## src/rtl/hsk_pkg.sv

```systemverilog
package hsk_pkg;

    localparam int DATA_W  = 8;
    localparam int SETUP_W = 4;
    localparam int ADDR_W  = 2;

    typedef enum logic [ADDR_W-1:0] {
        REG_DATA  = 2'd0,
        REG_SETUP = 2'd1,
        REG_CTRL  = 2'd2,
        REG_STAT  = 2'd3
    } reg_sel_e;

    typedef enum logic [1:0] {
        TX_IDLE   = 2'd0,
        TX_SETUP  = 2'd1,
        TX_STROBE = 2'd2
    } tx_state_e;

    typedef enum logic [1:0] {
        RX_WAIT  = 2'd0,
        RX_HOLD  = 2'd1,
        RX_DRAIN = 2'd2
    } rx_state_e;

    typedef struct packed {
        logic tx_mode;
        logic enable;
    } ctrl_t;

    function automatic reg_sel_e decode_addr(input logic [ADDR_W-1:0] a);
        return reg_sel_e'(a);
    endfunction

endpackage

```

## src/rtl/hsk_sync.sv

```systemverilog
module hsk_sync #(
    parameter int                 WIDTH   = 1,
    parameter int                 STAGES  = 2,
    parameter logic [WIDTH-1:0]   RST_VAL = '1
) (
    input  logic             clk,
    input  logic             rst,
    input  logic [WIDTH-1:0] d,
    output logic [WIDTH-1:0] q
);
    logic [STAGES-1:0][WIDTH-1:0] chain;

    always_ff @(posedge clk) begin
        if (rst) begin
            chain <= {STAGES{RST_VAL}};
        end else begin
            chain[0] <= d;
            for (int i = 1; i < STAGES; i++) begin
                chain[i] <= chain[i-1];
            end
        end
    end

    assign q = chain[STAGES-1];
endmodule

```

## src/rtl/hsk_tx_engine.sv

```systemverilog
module hsk_tx_engine
    import hsk_pkg::*;
#(
    parameter int DW = DATA_W,
    parameter int SW = SETUP_W
) (
    input  logic          clk,
    input  logic          rst,
    input  logic          clr,
    input  logic          load,
    input  logic [DW-1:0] load_data,
    input  logic [SW-1:0] setup_val,
    input  logic          ack_n_s,
    output logic          stb_n,
    output logic          empty,
    output logic [DW-1:0] data
);
    tx_state_e     state;
    logic [SW-1:0] cnt;
    logic          full;
    logic [DW-1:0] latch;

    always_ff @(posedge clk) begin
        if (rst || clr) begin
            state <= TX_IDLE;
            cnt   <= '0;
            full  <= 1'b0;
            if (rst) latch <= '0;
        end else begin
            if (load && !full) begin
                full  <= 1'b1;
                latch <= load_data;
            end
            unique case (state)
                TX_IDLE: begin
                    if (full && ack_n_s) begin
                        state <= TX_SETUP;
                        cnt   <= setup_val;
                    end
                end
                TX_SETUP: begin
                    if (cnt == '0) state <= TX_STROBE;
                    else           cnt   <= cnt - 1'b1;
                end
                TX_STROBE: begin
                    if (!ack_n_s) begin
                        state <= TX_IDLE;
                        full  <= 1'b0;
                    end
                end
                default: state <= TX_IDLE;
            endcase
        end
    end

    assign stb_n = (state != TX_STROBE);
    assign empty = !full;
    assign data  = latch;

    // strobe only with a loaded byte behind it
    a_r3_strobe_has_data: assert property (@(posedge clk) disable iff (rst)
        !stb_n |-> full);

    // acknowledge during strobe ends the transfer on the next edge
    a_r3_done_empties: assert property (@(posedge clk) disable iff (rst || clr)
        (!stb_n && !ack_n_s) |=> (stb_n && !full));

    // no new strobe while the acknowledge is still low
    a_r4_hold_while_ack_low: assert property (@(posedge clk) disable iff (rst || clr)
        (stb_n && !ack_n_s) |=> stb_n);

    // a write into an occupied latch leaves it untouched
    a_r5_latch_stable: assert property (@(posedge clk) disable iff (rst || clr)
        (full && load) |=> $stable(data));
endmodule

```

## src/rtl/hsk_rx_engine.sv

```systemverilog
module hsk_rx_engine
    import hsk_pkg::*;
#(
    parameter int DW = DATA_W
) (
    input  logic          clk,
    input  logic          rst,
    input  logic          clr,
    input  logic          pop,
    input  logic          stb_n_s,
    input  logic [DW-1:0] pin_data,
    output logic          ack_n,
    output logic          full,
    output logic [DW-1:0] data
);
    rx_state_e     state;
    logic [DW-1:0] latch;

    always_ff @(posedge clk) begin
        if (rst || clr) begin
            state <= RX_WAIT;
            if (rst) latch <= '0;
        end else begin
            unique case (state)
                RX_WAIT: begin
                    if (!stb_n_s) begin
                        latch <= pin_data;
                        state <= RX_HOLD;
                    end
                end
                RX_HOLD:  if (pop)     state <= RX_DRAIN;
                RX_DRAIN: if (stb_n_s) state <= RX_WAIT;
                default:  state <= RX_WAIT;
            endcase
        end
    end

    assign ack_n = (state != RX_HOLD);
    assign full  = (state == RX_HOLD);
    assign data  = latch;

    // a strobe seen in the wait state captures the bus and acknowledges
    a_r6_capture: assert property (@(posedge clk) disable iff (rst || clr)
        (state == RX_WAIT && !stb_n_s) |=> (!ack_n && data == $past(pin_data)));

    // acknowledge held until the host reads
    a_r7_ack_held: assert property (@(posedge clk) disable iff (rst || clr)
        (!ack_n && !pop) |=> !ack_n);

    // a strobe already served is not captured again
    a_r7_no_recapture: assert property (@(posedge clk) disable iff (rst || clr)
        (state == RX_DRAIN && !stb_n_s) |=> ack_n);
endmodule

```

## src/rtl/hsk_par_port.sv

```systemverilog
module hsk_par_port
    import hsk_pkg::*;
#(
    parameter int DW          = DATA_W,
    parameter int SW          = SETUP_W,
    parameter int SYNC_STAGES = 2
) (
    input  logic          clk,
    input  logic          rst,
    input  logic          bus_wr,
    input  logic          bus_rd,
    input  logic [1:0]    bus_addr,
    input  logic [DW-1:0] bus_wdata,
    output logic [DW-1:0] bus_rdata,
    output logic          irq,
    input  logic [DW-1:0] pd_in,
    output logic [DW-1:0] pd_out,
    output logic          pd_oe,
    input  logic          hs_in,
    output logic          hs_out,
    output logic          hs_oe,
    input  logic          gp_dir,
    input  logic          gp_dat
);
    localparam int CW = $bits(ctrl_t);

    ctrl_t         ctrl_q;
    logic [SW-1:0] setup_q;
    reg_sel_e      sel;
    logic          tx_active, rx_active;
    logic          hs_in_s;
    logic          tx_stb_n, tx_empty, rx_ack_n, rx_full;
    logic [DW-1:0] tx_data, rx_data;
    logic          hs_int, ready;

    assign sel       = decode_addr(bus_addr);
    assign tx_active = ctrl_q.enable &&  ctrl_q.tx_mode;
    assign rx_active = ctrl_q.enable && !ctrl_q.tx_mode;

    always_ff @(posedge clk) begin
        if (rst) begin
            ctrl_q  <= '0;
            setup_q <= '0;
        end else if (bus_wr) begin
            if (sel == REG_SETUP) setup_q <= bus_wdata[SW-1:0];
            if (sel == REG_CTRL)  ctrl_q  <= ctrl_t'(bus_wdata[CW-1:0]);
        end
    end

    hsk_sync #(.WIDTH(1), .STAGES(SYNC_STAGES), .RST_VAL(1'b1)) u_sync (
        .clk (clk),
        .rst (rst),
        .d   (hs_in),
        .q   (hs_in_s)
    );

    hsk_tx_engine #(.DW(DW), .SW(SW)) u_tx (
        .clk       (clk),
        .rst       (rst),
        .clr       (!tx_active),
        .load      (bus_wr && sel == REG_DATA && tx_active),
        .load_data (bus_wdata),
        .setup_val (setup_q),
        .ack_n_s   (hs_in_s),
        .stb_n     (tx_stb_n),
        .empty     (tx_empty),
        .data      (tx_data)
    );

    hsk_rx_engine #(.DW(DW)) u_rx (
        .clk      (clk),
        .rst      (rst),
        .clr      (!rx_active),
        .pop      (bus_rd && sel == REG_DATA && rx_active),
        .stb_n_s  (hs_in_s),
        .pin_data (pd_in),
        .ack_n    (rx_ack_n),
        .full     (rx_full),
        .data     (rx_data)
    );

    always_comb begin
        if (tx_active)      hs_int = tx_stb_n;
        else if (rx_active) hs_int = rx_ack_n;
        else                hs_int = 1'b1;
    end

    assign ready  = tx_active ? tx_empty : rx_full;
    assign irq    = (tx_active && tx_empty) || (rx_active && rx_full);
    assign hs_out = ctrl_q.enable ? hs_int : gp_dat;
    assign hs_oe  = ctrl_q.enable ? 1'b1   : gp_dir;
    assign pd_out = tx_data;
    assign pd_oe  = tx_active;

    always_comb begin
        unique case (sel)
            REG_DATA:  bus_rdata = ctrl_q.tx_mode ? tx_data : rx_data;
            REG_SETUP: bus_rdata = DW'(setup_q);
            REG_CTRL:  bus_rdata = DW'(ctrl_q);
            REG_STAT:  bus_rdata = DW'({hs_int, ready});
            default:   bus_rdata = '0;
        endcase
    end

    // transmit mode drives the data bus
    a_r1_tx_bus_driven: assert property (@(posedge clk) disable iff (rst)
        tx_active |-> pd_oe);

    // host read of a full receive latch clears the interrupt
    a_r9_irq_clear_on_read: assert property (@(posedge clk) disable iff (rst)
        (bus_rd && !bus_wr && sel == REG_DATA && rx_active && irq) |=> !irq);

    // host write of the empty transmit latch clears the interrupt
    a_r9_irq_clear_on_write: assert property (@(posedge clk) disable iff (rst)
        (bus_wr && sel == REG_DATA && tx_active && irq) |=> !irq);
endmodule

```

## config.mk

```make
export PLATFORM = sky130hd
export DESIGN_NAME = hsk_par_port
export DESIGN_NICKNAME = d
export VERILOG_FILES = /design/src/rtl/hsk_pkg.sv /design/src/rtl/hsk_sync.sv /design/src/rtl/hsk_tx_engine.sv /design/src/rtl/hsk_rx_engine.sv /design/src/rtl/hsk_par_port.sv
export SDC_FILE = /design/constraint.sdc
export NUM_CORES = 1
export LEC_CHECK = 0
export CORE_MARGIN = 10
export CORE_UTILIZATION = 38
export CTS_CLUSTER_SIZE = 40
export DETAILED_ROUTE_END_ITERATION = 10
export PLACE_DENSITY = 0.71
export SLEW_MARGIN = 20
export SYNTH_ARGS = -nofsm -noshare
export SYNTH_HDL_FRONTEND = slang
export SYNTH_HIERARCHICAL = 1
export SYNTH_SLANG_ARGS = --single-unit
```

## constraint.sdc

```tcl
create_clock -name clk -period 2.6 [get_ports clk]
set_clock_uncertainty 0.15 [all_clocks]
set_input_delay 0.39 -clock clk [delete_from_list [all_inputs] [get_ports clk]]
set_output_delay 0.39 -clock clk [all_outputs]
set_load 0.05 [all_outputs]
```

==> metrics.yaml <==
outcome:
  run_status: "finished, final reports clean"
setup_path:
  startpoint_type: "register"
  path_class: "reg2out"
  crit_family: "buffers and inverters"
  slowest_stage: "clkdlybuf4s50_1"
  crit_required_ps: 2060
  cp-end-kind: "output pin"
  crit_chain: "or2_2 -> clkdlybuf4s50_1"
  critPathArrivalTime_ps: 1850
  max_stage_delay_ps: 790
  cp_num_buf_inv: 1
  critPathMaxFanout: 10
sta:
  finalCritPeriodShare: 0.9175
  period_needed_ps: 2385
  maxSlewViolCount: 0
  hold_violations: 0
  max_freq_mhz: 419.2
  rsz0062_at_grt: "false"
  maxSlewHeadroom: 0.6477
  setup-tns-final_ps: 0
  tightest_slew_ps: 526.8
  finalSetupViolCount: 0
yosys:
  ys_ff_latch: 33
  ys_top_cells_by_count: "and2_1, dfxtp_1, edfxtp_1"
  syn_inst: 158
  yosys-top-cells-area: "edfxtp_1, dfxtp_1, mux2i_1"
  synth_ff_type: "dfxtp_1"
  netlist_area_um2: 1743
  synth-edff-count: 16
  yosysTopAreaCell: "edfxtp_1"
  yosys_warnings: 6
  syn-num-nets: 184
  seq_area_frac_synth: 0.4709
  postSynthAreaPerCell_um2: 11.03
  netlist.area_leader.share: 0.2757
  synth_cell_types: 54
  async_flop_share: 0
detailed_routing:
  viasPerCell: 5.111
  vias: 1334
  drt-total-wl_mm: 4.375
  drtIter0Drc: 51
  post_drt_wl_per_cell_um: 16.76
  first_pass_iters: 4
  drc: 0
  ant_nets: 0
clocking:
  htree_levels: 2
  insertion_delay_ps: 280
  ctsLongestPathBuffers: 2
  clock-root-buffer: "clkbuf_8"
  cts_setup_buffers: 0
  cts_tree: "done"
  cts-buffers-inserted: 5
  cts.reportedPaths.clkPinSlew_ps: 60
  cts_hold_buf: 0
  post_cts_resized: 0
  cts_sinks: 33
global_routing:
  gr-total-overflow: 0
  antenna_found_initial: 0
  grt_pass1_wl_mm: 6.996
  grt_max_degree: 14
  grtUsageTotal: 0.1176
  grt_pass1_vias: 1372
min_path:
  hold_class: "reg2reg"
power_and_ir_drop:
  power_density_nw_per_um2: 476.3
  vdd_drop_max_mv: 0.3262
  finalPower_uw: 1129
  p_leak_uw: 0.0009115
cells_and_area:
  nNetsFinal: 234
  design_area_um2: 2371
  num_antenna_cells: 0
  seq_area_um2: 820.8
  fillCellCount: 382
  multi_input_area_um2: 815.8
  drive_gt1_frac: 0.1914
  syn_to_final_growth_pct: 36.04
die:
  rows: 24
  die_w_um: 87.73
  fp.dieH_um: 87.73
  coreArea_um2: 4384
  initial_core_util: 0.3975
  die-area_um2: 7696
  io-pin-count: 45
placement:
  routabilityCongestion: 0.8166
  hpwl_mm: 3.491
  io_buffer_count: 44
  placed_area_um2: 2281
job:
  drv_cap: 0
-- kinds of logic (layout without fill, tap and decap cells) --
kind of cell,Yosys count,in the layout,share of synthesized area
adder cells (fa/ha/maj),1,1,0.007178
buffers and inverters,15,66,0.06102
flip-flops,33,33,0.4709
AO/OA/AOI/OAI,24,24,0.1048
multiplexers,19,19,0.1120
AND/OR/NAND/NOR,66,66,0.2441
-- per-layer routing --
metal  up-vias  GRT usage  wire [µm]  share of wire
li1        668          -          -              -
met1       630     0.1561       2127           0.49
met2        29     0.1726       1958           0.45
met3         7    0.04271        214          0.049
met4         0    0.03768         75          0.017
met5         -          0          0              0
-- layout by cell type, fill, tap and decap left out, types with 2 or more instances in the layout --
master,n
a21o_1,2
a21oi_1,4
and2_1,17
buf_12,7
buf_4,11
clkbuf_1,2
clkbuf_8,6
clkdlybuf4s50_1,33
dfxtp_1,17
edfxtp_1,16
inv_1,6
mux2_2,3
mux2i_1,15
nand2b_1,2
nand3b_1,3
nor2_1,15
nor2b_1,2
nor3_1,5
o21ai_0,5
or2_1,2
or2_2,2
or3b_1,2
-- cell type report --
type                            instances  area share
Clock buffer                            8     0.03799
Inverter                                7     0.01108
Multi-Input combinational cell        110      0.3441
Sequential cell                        33      0.3462
Tap cell                               52     0.02744
Timing Repair Buffer                   51      0.2332
-- final timing paths --
| path | endpoint | slack (ps) | startpoint | cells past startpoint |
|---|---|---|---|---|
| worst min-delay path | u_sync/q$_SDFF_PP1_ | 260 | u_sync/chain[0]$_SDFF_PP1_ | 1 |
| worst max register to register | u_tx/data[7]$_SDFFCE_PP0P_ | 500 | ctrl_q[0]$_SDFFE_PP0P_ | 4 |
| worst max-delay path | hs_oe | 210 | ctrl_q[0]$_SDFFE_PP0P_ | 2 |
| worst min register to register | u_sync/q$_SDFF_PP1_ | 260 | u_sync/chain[0]$_SDFF_PP1_ | 1 |
-- power breakdown --
group | total (µW) | switching [µW] | internal [µW]
clock | 384 | 168 | 215
combinational | 176 | 89.8 | 86.3
sequential | 570 | 11.2 | 558
total | 1130 | 269 | 860
-- metrics by stage --
| step | util | hold slack (ps) | std cells | setup slack, ps |
|---|---|---|---|---|
| finish | 0.5408 | 261.1 | 261 | 214.5 |
| global route | 0.5408 | 305.2 | 261 | 150.7 |
| CTS | 0.5408 | 260.0 | 261 | 195.3 |
| detailed placement | 0.5203 | 237.9 | 253 | 257.0 |
| global placement | 0.5203 | 235.9 | 253 | 300.2 |
| floorplan | - | 233.2 | 158 | 57.90 |
-- state kept, by name, summed over array words and instances (netlist names) --
name,count
setup_q,4
u_tx/full,1
ctrl_q,2
u_sync/q,1
u_tx/data,8
u_tx/cnt,4
u_tx/state,2
u_rx/data,8
u_sync/chain,1
u_rx/state,2
-- worst register-to-register path, cell delays in order, from the launching register on --
cell and delay [ps]:
dfxtp_1 580, and2_2 250, inv_2 60, nor4b_1 380, a21o_1 360
No activity file was read; power rests on OpenSTA's default activity.
